==> config.mk <==
export PLATFORM = sky130hd
export DESIGN_NAME = flash_cmd_seq
export DESIGN_NICKNAME = d
export VERILOG_FILES = /design/src/rtl/fcsd_pkg.sv /design/src/rtl/fcsd_cmd_decode.sv /design/src/rtl/fcsd_seq_fsm.sv /design/src/rtl/fcsd_row_track.sv /design/src/rtl/fcsd_mode_ctrl.sv /design/src/rtl/flash_cmd_seq.sv
export SDC_FILE = /design/constraint.sdc
export NUM_CORES = 1
export LEC_CHECK = 0
export ABC_AREA = 1
export BUFFER_PORTS_ARGS = -buffer_cell sky130_fd_sc_hd__buf_2
export CORE_ASPECT_RATIO = 1.25
export CORE_MARGIN = 4
export CORE_UTILIZATION = 53
export CTS_CLUSTER_DIAMETER = 100
export DETAILED_ROUTE_END_ITERATION = 12
export HOLD_SLACK_MARGIN = 0.08
export PLACE_DENSITY = 0.74
export SYNTH_ARGS = -nofsm -noshare
export SYNTH_HDL_FRONTEND = slang
export SYNTH_SLANG_ARGS = --single-unit
==> constraint.sdc <==
create_clock -name clk -period 2.9 [get_ports clk]
set_clock_uncertainty 0.05 [all_clocks]
set_input_delay 0.145 -clock clk [delete_from_list [all_inputs] [get_ports clk]]
set_output_delay 0.145 -clock clk [all_outputs]
set_load 0.05 [all_outputs]
==> src/rtl/fcsd_pkg.sv <==
// Shared types for the flash command sequence decoder.
// Assumes the SDRAM-style command encoding on {ras_n,cas_n,we_n}.
package fcsd_pkg;

    typedef enum logic [2:0] {
        CMD_NEUTRAL = 3'd0,
        CMD_ACTIVE  = 3'd1,
        CMD_READ    = 3'd2,
        CMD_WRITE   = 3'd3,
        CMD_LCR     = 3'd4,
        CMD_MODE    = 3'd5
    } cmd_e;

    typedef enum logic [2:0] {
        SEQ_NONE     = 3'd0,
        SEQ_ERASE    = 3'd1,
        SEQ_PROGRAM  = 3'd2,
        SEQ_LOCK_BLK = 3'd3,
        SEQ_LOCK_DEV = 3'd4
    } seqk_e;

    typedef enum logic [2:0] {
        OP_NONE     = 3'd0,
        OP_ERASE    = 3'd1,
        OP_PROGRAM  = 3'd2,
        OP_PROT_BLK = 3'd3,
        OP_PROT_DEV = 3'd4,
        OP_UNPROT   = 3'd5
    } op_e;

    localparam logic [7:0] CODE_ERASE    = 8'h20;
    localparam logic [7:0] CODE_PROGRAM  = 8'h40;
    localparam logic [7:0] CODE_LOCK_BLK = 8'h60;
    localparam logic [7:0] CODE_LOCK_DEV = 8'h6F;

    localparam logic [7:0] LDAT_SET_BLK = 8'h01;
    localparam logic [7:0] LDAT_SET_DEV = 8'hF1;
    localparam logic [7:0] LDAT_CLEAR   = 8'hD0;

endpackage

==> src/rtl/fcsd_cmd_decode.sv <==
// Combinational command and operation-code decoder.
// Assumes inputs are already synchronous to clk; produces no state.
module fcsd_cmd_decode
    import fcsd_pkg::*;
(
    input  logic       cs_n,
    input  logic       ras_n,
    input  logic       cas_n,
    input  logic       we_n,
    input  logic [7:0] code_in,
    output cmd_e       cmd,
    output seqk_e      lcr_kind
);

    // Map the strobe pins onto one command.
    always_comb begin
        if (cs_n) begin
            cmd = CMD_NEUTRAL;
        end else begin
            unique case ({ras_n, cas_n, we_n})
                3'b011:  cmd = CMD_ACTIVE;
                3'b101:  cmd = CMD_READ;
                3'b100:  cmd = CMD_WRITE;
                3'b001:  cmd = CMD_LCR;
                3'b000:  cmd = CMD_MODE;
                default: cmd = CMD_NEUTRAL;
            endcase
        end
    end

    // Classify the operation code carried by an LCR cycle.
    always_comb begin
        unique case (code_in)
            CODE_ERASE:    lcr_kind = SEQ_ERASE;
            CODE_PROGRAM:  lcr_kind = SEQ_PROGRAM;
            CODE_LOCK_BLK: lcr_kind = SEQ_LOCK_BLK;
            CODE_LOCK_DEV: lcr_kind = SEQ_LOCK_DEV;
            default:       lcr_kind = SEQ_NONE;
        endcase
    end

endmodule

==> src/rtl/fcsd_seq_fsm.sv <==
// Three-step sequencer: LCR, activate, write on one bank, then launch.
// Holds the busy flag until the internal state machine reports done.
// Assumes ism_done is only meaningful while busy.
module fcsd_seq_fsm
    import fcsd_pkg::*;
#(
    parameter int BANK_W = 2
) (
    input  logic              clk,
    input  logic              rst_n,
    input  cmd_e              cmd,
    input  seqk_e             lcr_kind,
    input  logic [BANK_W-1:0] ba,
    input  logic [7:0]        dq,
    input  logic              ism_done,
    output logic              launch,
    output op_e               launch_op,
    output logic [BANK_W-1:0] launch_bank,
    output logic              busy,
    output logic [BANK_W-1:0] busy_bank,
    output logic              seq_abort,
    output logic              row_open_en,
    output logic              mode_en
);

    typedef enum logic [1:0] {ST_IDLE, ST_LCR, ST_ACT} st_e;

    st_e               st_q, st_d;
    seqk_e             kind_q, kind_d;
    logic [BANK_W-1:0] bank_q, bank_d;
    logic              fire, abort, bank_ok;
    op_e               wr_op;

    // Bank check, waived for the device-lock code.
    assign bank_ok = (kind_q == SEQ_LOCK_DEV) || (ba == bank_q);

    // Only idle activates and idle mode commands take effect.
    assign row_open_en = (st_q == ST_IDLE) && (cmd == CMD_ACTIVE);
    assign mode_en     = (st_q == ST_IDLE) && (cmd == CMD_MODE);

    // Pick the operation from the armed code and the write data.
    always_comb begin
        wr_op = OP_NONE;
        unique case (kind_q)
            SEQ_ERASE:    wr_op = OP_ERASE;
            SEQ_PROGRAM:  wr_op = OP_PROGRAM;
            SEQ_LOCK_BLK: begin
                if (dq == LDAT_SET_BLK)    wr_op = OP_PROT_BLK;
                else if (dq == LDAT_CLEAR) wr_op = OP_UNPROT;
            end
            SEQ_LOCK_DEV: begin
                if (dq == LDAT_SET_DEV)    wr_op = OP_PROT_DEV;
                else if (dq == LDAT_CLEAR) wr_op = OP_UNPROT;
            end
            default:      wr_op = OP_NONE;
        endcase
    end

    // Next-state logic of the sequencer.
    always_comb begin
        st_d   = st_q;
        kind_d = kind_q;
        bank_d = bank_q;
        fire   = 1'b0;
        abort  = 1'b0;
        unique case (st_q)
            ST_IDLE: begin
                if (cmd == CMD_LCR && lcr_kind != SEQ_NONE) begin
                    st_d   = ST_LCR;
                    kind_d = lcr_kind;
                    bank_d = ba;
                end
            end
            ST_LCR, ST_ACT: begin
                if (cmd == CMD_NEUTRAL) begin
                    st_d = st_q;
                end else if (cmd == CMD_LCR && lcr_kind != SEQ_NONE) begin
                    st_d   = ST_LCR;
                    kind_d = lcr_kind;
                    bank_d = ba;
                end else if (st_q == ST_LCR && cmd == CMD_ACTIVE && bank_ok) begin
                    st_d = ST_ACT;
                end else if (st_q == ST_ACT && cmd == CMD_WRITE && bank_ok &&
                             wr_op != OP_NONE && !busy) begin
                    fire = 1'b1;
                    st_d = ST_IDLE;
                end else begin
                    abort = 1'b1;
                    st_d  = ST_IDLE;
                end
            end
            default: st_d = ST_IDLE;
        endcase
        if (st_d == ST_IDLE) begin
            kind_d = SEQ_NONE;
        end
    end

    // Sequencer state registers.
    always_ff @(posedge clk) begin
        if (!rst_n) begin
            st_q   <= ST_IDLE;
            kind_q <= SEQ_NONE;
            bank_q <= '0;
        end else begin
            st_q   <= st_d;
            kind_q <= kind_d;
            bank_q <= bank_d;
        end
    end

    // Registered launch, abort and busy outputs.
    always_ff @(posedge clk) begin
        if (!rst_n) begin
            launch      <= 1'b0;
            launch_op   <= OP_NONE;
            launch_bank <= '0;
            seq_abort   <= 1'b0;
            busy        <= 1'b0;
            busy_bank   <= '0;
        end else begin
            launch    <= fire;
            launch_op <= fire ? wr_op : OP_NONE;
            seq_abort <= abort;
            if (fire) begin
                launch_bank <= bank_q;
                busy_bank   <= bank_q;
                busy        <= 1'b1;
            end else if (ism_done) begin
                busy <= 1'b0;
            end
        end
    end

    AST_LAUNCH_AFTER_ACT: assert property (@(posedge clk) disable iff (!rst_n)
        launch |-> $past(st_q) == ST_ACT);
    AST_LAUNCH_ONE_CYCLE: assert property (@(posedge clk) disable iff (!rst_n)
        launch |=> !launch);
    AST_ABORT_EXCLUSIVE: assert property (@(posedge clk) disable iff (!rst_n)
        !(launch && seq_abort));
    AST_BUSY_HOLD: assert property (@(posedge clk) disable iff (!rst_n)
        busy && !ism_done |=> busy);
    AST_NO_LAUNCH_BUSY: assert property (@(posedge clk) disable iff (!rst_n)
        busy |=> !launch);

endmodule

==> src/rtl/fcsd_row_track.sv <==
// Per-bank open-row table and read/status return path.
// Assumes the sequencer gates row opening to idle activates; the busy
// bank's row is frozen while an operation runs.
module fcsd_row_track #(
    parameter int BANK_W = 2,
    parameter int ROW_W  = 12
) (
    input  logic              clk,
    input  logic              rst_n,
    input  logic              open_en,
    input  logic              rd_en,
    input  logic [BANK_W-1:0] ba,
    input  logic [ROW_W-1:0]  row_in,
    input  logic              busy,
    input  logic [BANK_W-1:0] busy_bank,
    output logic              rd_valid,
    output logic              rd_status,
    output logic [ROW_W-1:0]  rd_data
);

    localparam int BANKS = 1 << BANK_W;

    logic [BANKS-1:0][ROW_W-1:0] rows;
    logic [ROW_W-1:0]            busy_row;
    logic                        status_sel;

    assign status_sel = row_in[ROW_W-1];
    assign busy_row   = rows[busy_bank];

    for (genvar b = 0; b < BANKS; b++) begin : g_bank
        logic [ROW_W-1:0] row_q;
        logic             hit, frozen;
        assign hit    = open_en && (ba == BANK_W'(b));
        assign frozen = busy && (busy_bank == BANK_W'(b));
        // Store a newly opened row unless this bank is under operation.
        always_ff @(posedge clk) begin
            if (!rst_n)            row_q <= '0;
            else if (hit && !frozen) row_q <= row_in;
        end
        assign rows[b] = row_q;
    end

    // Return a row or the status word one cycle after a read.
    always_ff @(posedge clk) begin
        if (!rst_n) begin
            rd_valid  <= 1'b0;
            rd_status <= 1'b0;
            rd_data   <= '0;
        end else begin
            rd_valid  <= rd_en;
            rd_status <= rd_en && status_sel;
            if (rd_en) begin
                rd_data <= status_sel ? {{(ROW_W-1){1'b0}}, busy} : rows[ba];
            end
        end
    end

    AST_ROW_FROZEN: assert property (@(posedge clk) disable iff (!rst_n)
        busy && $past(busy) |-> busy_row == $past(busy_row));
    AST_RD_ONE_CYCLE: assert property (@(posedge clk) disable iff (!rst_n)
        !rd_en |=> !rd_valid);

endmodule

==> src/rtl/fcsd_mode_ctrl.sv <==
// Mode command handling: non-volatile mode write or one-time clearing of
// the hardware command-enable bit, chosen by the upper bank bit.
// Assumes mode_en is asserted only for mode commands accepted in idle.
module fcsd_mode_ctrl #(
    parameter int ADDR_W = 12
) (
    input  logic              clk,
    input  logic              rst_n,
    input  logic              mode_en,
    input  logic              sel_disable,
    input  logic [ADDR_W-1:0] addr,
    output logic              nvmode_wr,
    output logic [ADDR_W-1:0] nvmode_data,
    output logic              hw_cmd_en
);

    // Mode write strobe and data capture.
    always_ff @(posedge clk) begin
        if (!rst_n) begin
            nvmode_wr   <= 1'b0;
            nvmode_data <= '0;
        end else begin
            nvmode_wr <= mode_en && !sel_disable;
            if (mode_en && !sel_disable) nvmode_data <= addr;
        end
    end

    // One-time enable bit: can only go from 1 to 0.
    always_ff @(posedge clk) begin
        if (!rst_n)                          hw_cmd_en <= 1'b1;
        else if (mode_en && sel_disable)     hw_cmd_en <= 1'b0;
    end

    AST_HWCMD_STICKY: assert property (@(posedge clk) disable iff (!rst_n)
        !hw_cmd_en |=> !hw_cmd_en);
    AST_NVWR_PULSE: assert property (@(posedge clk) disable iff (!rst_n)
        !mode_en |=> !nvmode_wr);

endmodule

==> src/rtl/flash_cmd_seq.sv <==
// Top of the flash command sequence decoder: wires the pin decoder, the
// three-step sequencer, the row table and the mode handling together.
// Assumes all inputs are synchronous to clk.
module flash_cmd_seq
    import fcsd_pkg::*;
#(
    parameter int BANK_W = 2,
    parameter int ADDR_W = 12
) (
    input  logic              clk,
    input  logic              rst_n,
    input  logic              cs_n,
    input  logic              ras_n,
    input  logic              cas_n,
    input  logic              we_n,
    input  logic [BANK_W-1:0] ba,
    input  logic [ADDR_W-1:0] addr,
    input  logic [7:0]        dq,
    input  logic              ism_done,
    output logic              launch,
    output logic [2:0]        launch_op,
    output logic [BANK_W-1:0] launch_bank,
    output logic              busy,
    output logic [BANK_W-1:0] busy_bank,
    output logic              seq_abort,
    output logic              rd_valid,
    output logic              rd_status,
    output logic [ADDR_W-1:0] rd_data,
    output logic              nvmode_wr,
    output logic [ADDR_W-1:0] nvmode_data,
    output logic              hw_cmd_en
);

    cmd_e  cmd;
    seqk_e lcr_kind;
    op_e   op;
    logic  row_open_en, mode_en;

    fcsd_cmd_decode dec_i (
        .cs_n     (cs_n),
        .ras_n    (ras_n),
        .cas_n    (cas_n),
        .we_n     (we_n),
        .code_in  (addr[7:0]),
        .cmd      (cmd),
        .lcr_kind (lcr_kind)
    );

    fcsd_seq_fsm #(.BANK_W(BANK_W)) fsm_i (
        .clk         (clk),
        .rst_n       (rst_n),
        .cmd         (cmd),
        .lcr_kind    (lcr_kind),
        .ba          (ba),
        .dq          (dq),
        .ism_done    (ism_done),
        .launch      (launch),
        .launch_op   (op),
        .launch_bank (launch_bank),
        .busy        (busy),
        .busy_bank   (busy_bank),
        .seq_abort   (seq_abort),
        .row_open_en (row_open_en),
        .mode_en     (mode_en)
    );

    assign launch_op = op;

    fcsd_row_track #(.BANK_W(BANK_W), .ROW_W(ADDR_W)) rows_i (
        .clk       (clk),
        .rst_n     (rst_n),
        .open_en   (row_open_en),
        .rd_en     (cmd == CMD_READ),
        .ba        (ba),
        .row_in    (addr),
        .busy      (busy),
        .busy_bank (busy_bank),
        .rd_valid  (rd_valid),
        .rd_status (rd_status),
        .rd_data   (rd_data)
    );

    fcsd_mode_ctrl #(.ADDR_W(ADDR_W)) mode_i (
        .clk         (clk),
        .rst_n       (rst_n),
        .mode_en     (mode_en),
        .sel_disable (ba[BANK_W-1]),
        .addr        (addr),
        .nvmode_wr   (nvmode_wr),
        .nvmode_data (nvmode_data),
        .hw_cmd_en   (hw_cmd_en)
    );

endmodule

==> flow_metrics.py <==
metrics = {
    "synthesis": {
        "netlist_top_cells_area": "sky130_fd_sc_hd__dfxtp_1, sky130_fd_sc_hd__a21oi_1, sky130_fd_sc_hd__o21ai_0",
        "post-synth-top-area-cell": "sky130_fd_sc_hd__dfxtp_1",
        "ys_dominant_reg_cell": "sky130_fd_sc_hd__dfxtp_1",
        "synth_nets": 568,
        "synthArstFlopShare_pct": 0,
        "post_synth_inst_count": 535,
        "avgSynthCellArea_sq_um": 7.425,
        "yosysWarnings": 0,
        "synth_cell_types": 32,
        "synth-seq-cells": 91,
        "synthesis.area_sq_um": 3973,
        "ys_seq_area_share_pct": 45.86,
        "yosys.area.top_type_share_pct": 45.86,
        "synth_enable_flop_cells": 0,
    },
    "critical_path": {
        "critical_path_class": "flip-flop to flip-flop",
        "critical_path_required_ns": 3.14,
        "worstReg2RegStart": "fsm_i.st_q[0]",
        "critical_path.endpoint_type": "flip-flop",
        "register_to_register_path_depth": 8,
        "worst-endpoint-arrival_ns": 2.33,
        "crit_path_start": "fsm_i.st_q[0]",
        "crit_end": "rows_i.g_bank[0].row_q[10]",
        "ff2ff_setup_slack_ns": 0.80,
        "crit_path_start_kind": "flip-flop",
        "critical_path.max_fanout": 24,
        "timing.rr.end": "rows_i.g_bank[0].row_q[10]",
    },
    "sta": {
        "timing.final.crit_share_pct": 72.24,
        "unrepaired_setup_endpoints_after_global_routing": "false",
        "timing.final.crit_period_ns": 2.095,
        "finalHoldViolations": 0,
        "maxSlewHeadroom_pct": 51.29,
        "achievable-frequency_ghz": 0.4773,
        "setup_violations": 0,
        "finalSetupTns_ns": 0,
        "report.final.slew_viol_count": 0,
        "worst-slew-pin-transition_ns": 0.7279,
    },
    "finish": {
        "area_growth_pct": 16.54,
        "post_route_cells_drive_above_1_share_pct": 16.06,
        "fin_nets": 632,
        "layoutNonFillerInstCount": 696,
        "antenna_cells": 0,
        "final_core_utilization_pct": 62.93,
        "final_common_cell": "sky130_fd_sc_hd__dfxtp_1",
        "commonest_cells_after_routing_fill_and_taps_aside": "sky130_fd_sc_hd__dfxtp_1, sky130_fd_sc_hd__nand2_1, sky130_fd_sc_hd__a21oi_1",
    },
    "power_and_ir_drop": {
        "power.net_switching_uw": 595.9,
        "intPower_mw": 1.720,
        "leakage_nw": 1.984,
        "power-per-cell-area_nw_per_um2": 500.1,
        "p_sw_share_pct": 25.73,
        "max-vdd-ir-drop_v": 0.0002978,
        "power_frac_seq_pct": 54.8,
        "combPwrFrac_pct": 7.7,
        "clock_power_share_pct": 37.5,
    },
    "clock_network": {
        "number_of_cts_inserted_buffers": 9,
        "clkTransAtPathRegs_ns": 0.09,
        "cts-htree-levels": 3,
        "cts_max_path_buffers": 2,
        "cts_tree": "done",
        "worst_skew_pair.late_latency_ns": 0.36,
        "cts_repair_resize_count": 0,
        "cts.sinks": 91,
        "cts-root-buf": "sky130_fd_sc_hd__clkbuf_8",
    },
    "global_route": {
        "grt_antenna_before_repair": 0,
        "grt_max_degree": 66,
        "grt_pass1_wl_mm": 16.57,
        "first_global_vias": 3555,
        "grt_overflow": 0,
        "grt_use_total_pct": 22.75,
    },
    "worst_hold_path": {
        "hold-path-cell-count": 3,
        "holdCritPathClass": "input pin to flip-flop",
    },
    "detailed_routing": {
        "postRouteAntennaNets": 0,
        "detail_route.first_pass.iterations": 6,
        "average_via_count_per_standard_cell": 5.412,
        "drc_errors": 0,
        "post_drt_wl_per_cell_um": 14.50,
        "drt_wl_total_mm": 10.09,
        "detailedRoute.firstIterationViolations": 329,
        "vias": 3767,
    },
    "placed_design": {
        "detailedPlacementHpwl_mm": 6.891,
        "dpl.cell_count": 668,
        "placement.io_buffers": 66,
        "gpl.final_weighted_congestion": 0.8308,
    },
    "die": {
        "std_cell_rows": 35,
        "dieArea_sq_um": 8953,
        "initial_utilization_pct": 54.00,
        "die_h_um": 104.8,
        "die_w_um": 85.44,
        "coreArea_sq_um": 7357,
        "io_pins": 67,
    },
    "run_status": {
        "status": "complete, no violations",
    },
    "run": {
        "drv_cap": 0,
    },
}
-- critical path, stage by stage, from the launching register on --
cell and delay (ns):
sky130_fd_sc_hd__dfxtp_1 0.35, sky130_fd_sc_hd__inv_1 0.09, sky130_fd_sc_hd__ha_1 0.17, sky130_fd_sc_hd__inv_1 0.09
sky130_fd_sc_hd__nor2_2 0.20, sky130_fd_sc_hd__o311ai_0 0.18, sky130_fd_sc_hd__inv_1 0.53, sky130_fd_sc_hd__o21ai_0 0.17
sky130_fd_sc_hd__a21oi_1 0.17
-- layer usage --
| metal | up-vias | routed length (um) | global-route usage [%] |
|---|---|---|---|
| met1 | 1736 | 4052 | 26.53 |
| met3 | 19 | 515 | 3.391 |
| met4 | 0 | 232 | 9.389 |
| li1 | 1895 | - | - |
| met2 | 117 | 5292 | 40.78 |
| met5 | - | 0 | 0 |
-- synthesized netlist by cell type (5+ instances only) --
library cell and count:
sky130_fd_sc_hd__nand3_1 21, sky130_fd_sc_hd__buf_2 8, sky130_fd_sc_hd__inv_1 76, sky130_fd_sc_hd__a22oi_1 11, sky130_fd_sc_hd__clkbuf_1 17, sky130_fd_sc_hd__nand2_1 80
sky130_fd_sc_hd__nor3_1 5, sky130_fd_sc_hd__dfxtp_1 91, sky130_fd_sc_hd__a21oi_1 80, sky130_fd_sc_hd__o211ai_1 12, sky130_fd_sc_hd__o21ai_0 65, sky130_fd_sc_hd__nor2_1 35
-- layout make-up --
| cell class | count | area [sq um] |
|---|---|---|
| Fill cell | 687 | 2728 |
| Sequential cell | 91 | 1822 |
| Multi-Input combinational cell | 336 | 1713 |
| Timing Repair Buffer | 83 | 488.0 |
| Inverter | 78 | 292.8 |
| Clock buffer | 9 | 123.9 |
| Tap cell | 92 | 115.1 |
| Clock inverter | 7 | 75.07 |
-- registers in the layout (all words and copies together), names as in the netlist, 2 cells and up --
name / flops
fsm_i.st_q: 2
fsm_i.launch_op: 3
mode_i.nvmode_data: 12
rows_i.rd_data: 12
fsm_i.kind_q: 3
fsm_i.bank_q: 2
rows_i.g_bank.row_q: 48
fsm_i.launch_bank: 2
-- power by group through the flow --
stage | Combinational, mW | Clock, mW | Sequential [mW]
6_report | 0.178 | 0.869 | 1.27
5_1_grt | 0.196 | 0.920 | 1.27
4_1_cts | 0.177 | 0.877 | 1.27
3_5_place_dp | 0.164 | 0 | 1.30
3_3_place_gp | 0.161 | 0 | 1.30
2_1_floorplan | 0.0867 | 0 | 1.31
-- worst min path at each step --
stage          startpoint               endpoint  slack (ns)
2_1_floorplan    ism_done             fsm_i.busy        0.20
6_report          addr[3]  mode_i.nvmode_data[3]         0.1
3_3_place_gp     ism_done             fsm_i.busy        0.30
3_5_place_dp     ism_done             fsm_i.busy        0.30
5_1_grt             ba[0]        fsm_i.bank_q[0]        0.10
4_1_cts           addr[3]  mode_i.nvmode_data[3]        0.08
-- repair_timing --
item                      4_1_cts  5_1_grt
setup buffers                   0        0
hold endpoints to repair       36        0
hold buffers                   12        0
-- through the flow --
step | worst slack [ns] | cell area [sq um] | power [mW] | hold WS, ns
CTS | 0.8368 | 4629 | 2.322 | 0.08292
floorplan | 1.146 | 3973 | 1.401 | 0.1985
global route | 0.5295 | 4629 | 2.386 | 0.1019
finish | 0.8050 | 4629 | 2.315 | 0.09515
detailed placement | 0.8724 | 4310 | 1.461 | 0.2992
global placement | 0.9527 | 4310 | 1.458 | 0.2967
-- logic make-up (layout without fill, tap and decap cells) --
kind of cell             after synthesis  in the layout  share of synthesized area (%)
buffers and inverters                108            177                          11.02
flip-flops                            91             91                          45.86
AND/OR/NAND/NOR                      156            156                          17.61
AO/OA/AOI/OAI                        176            176                          24.25
adder cells (fa/ha/maj)                4              4                          1.260
(Power assumes the default switching activity.)
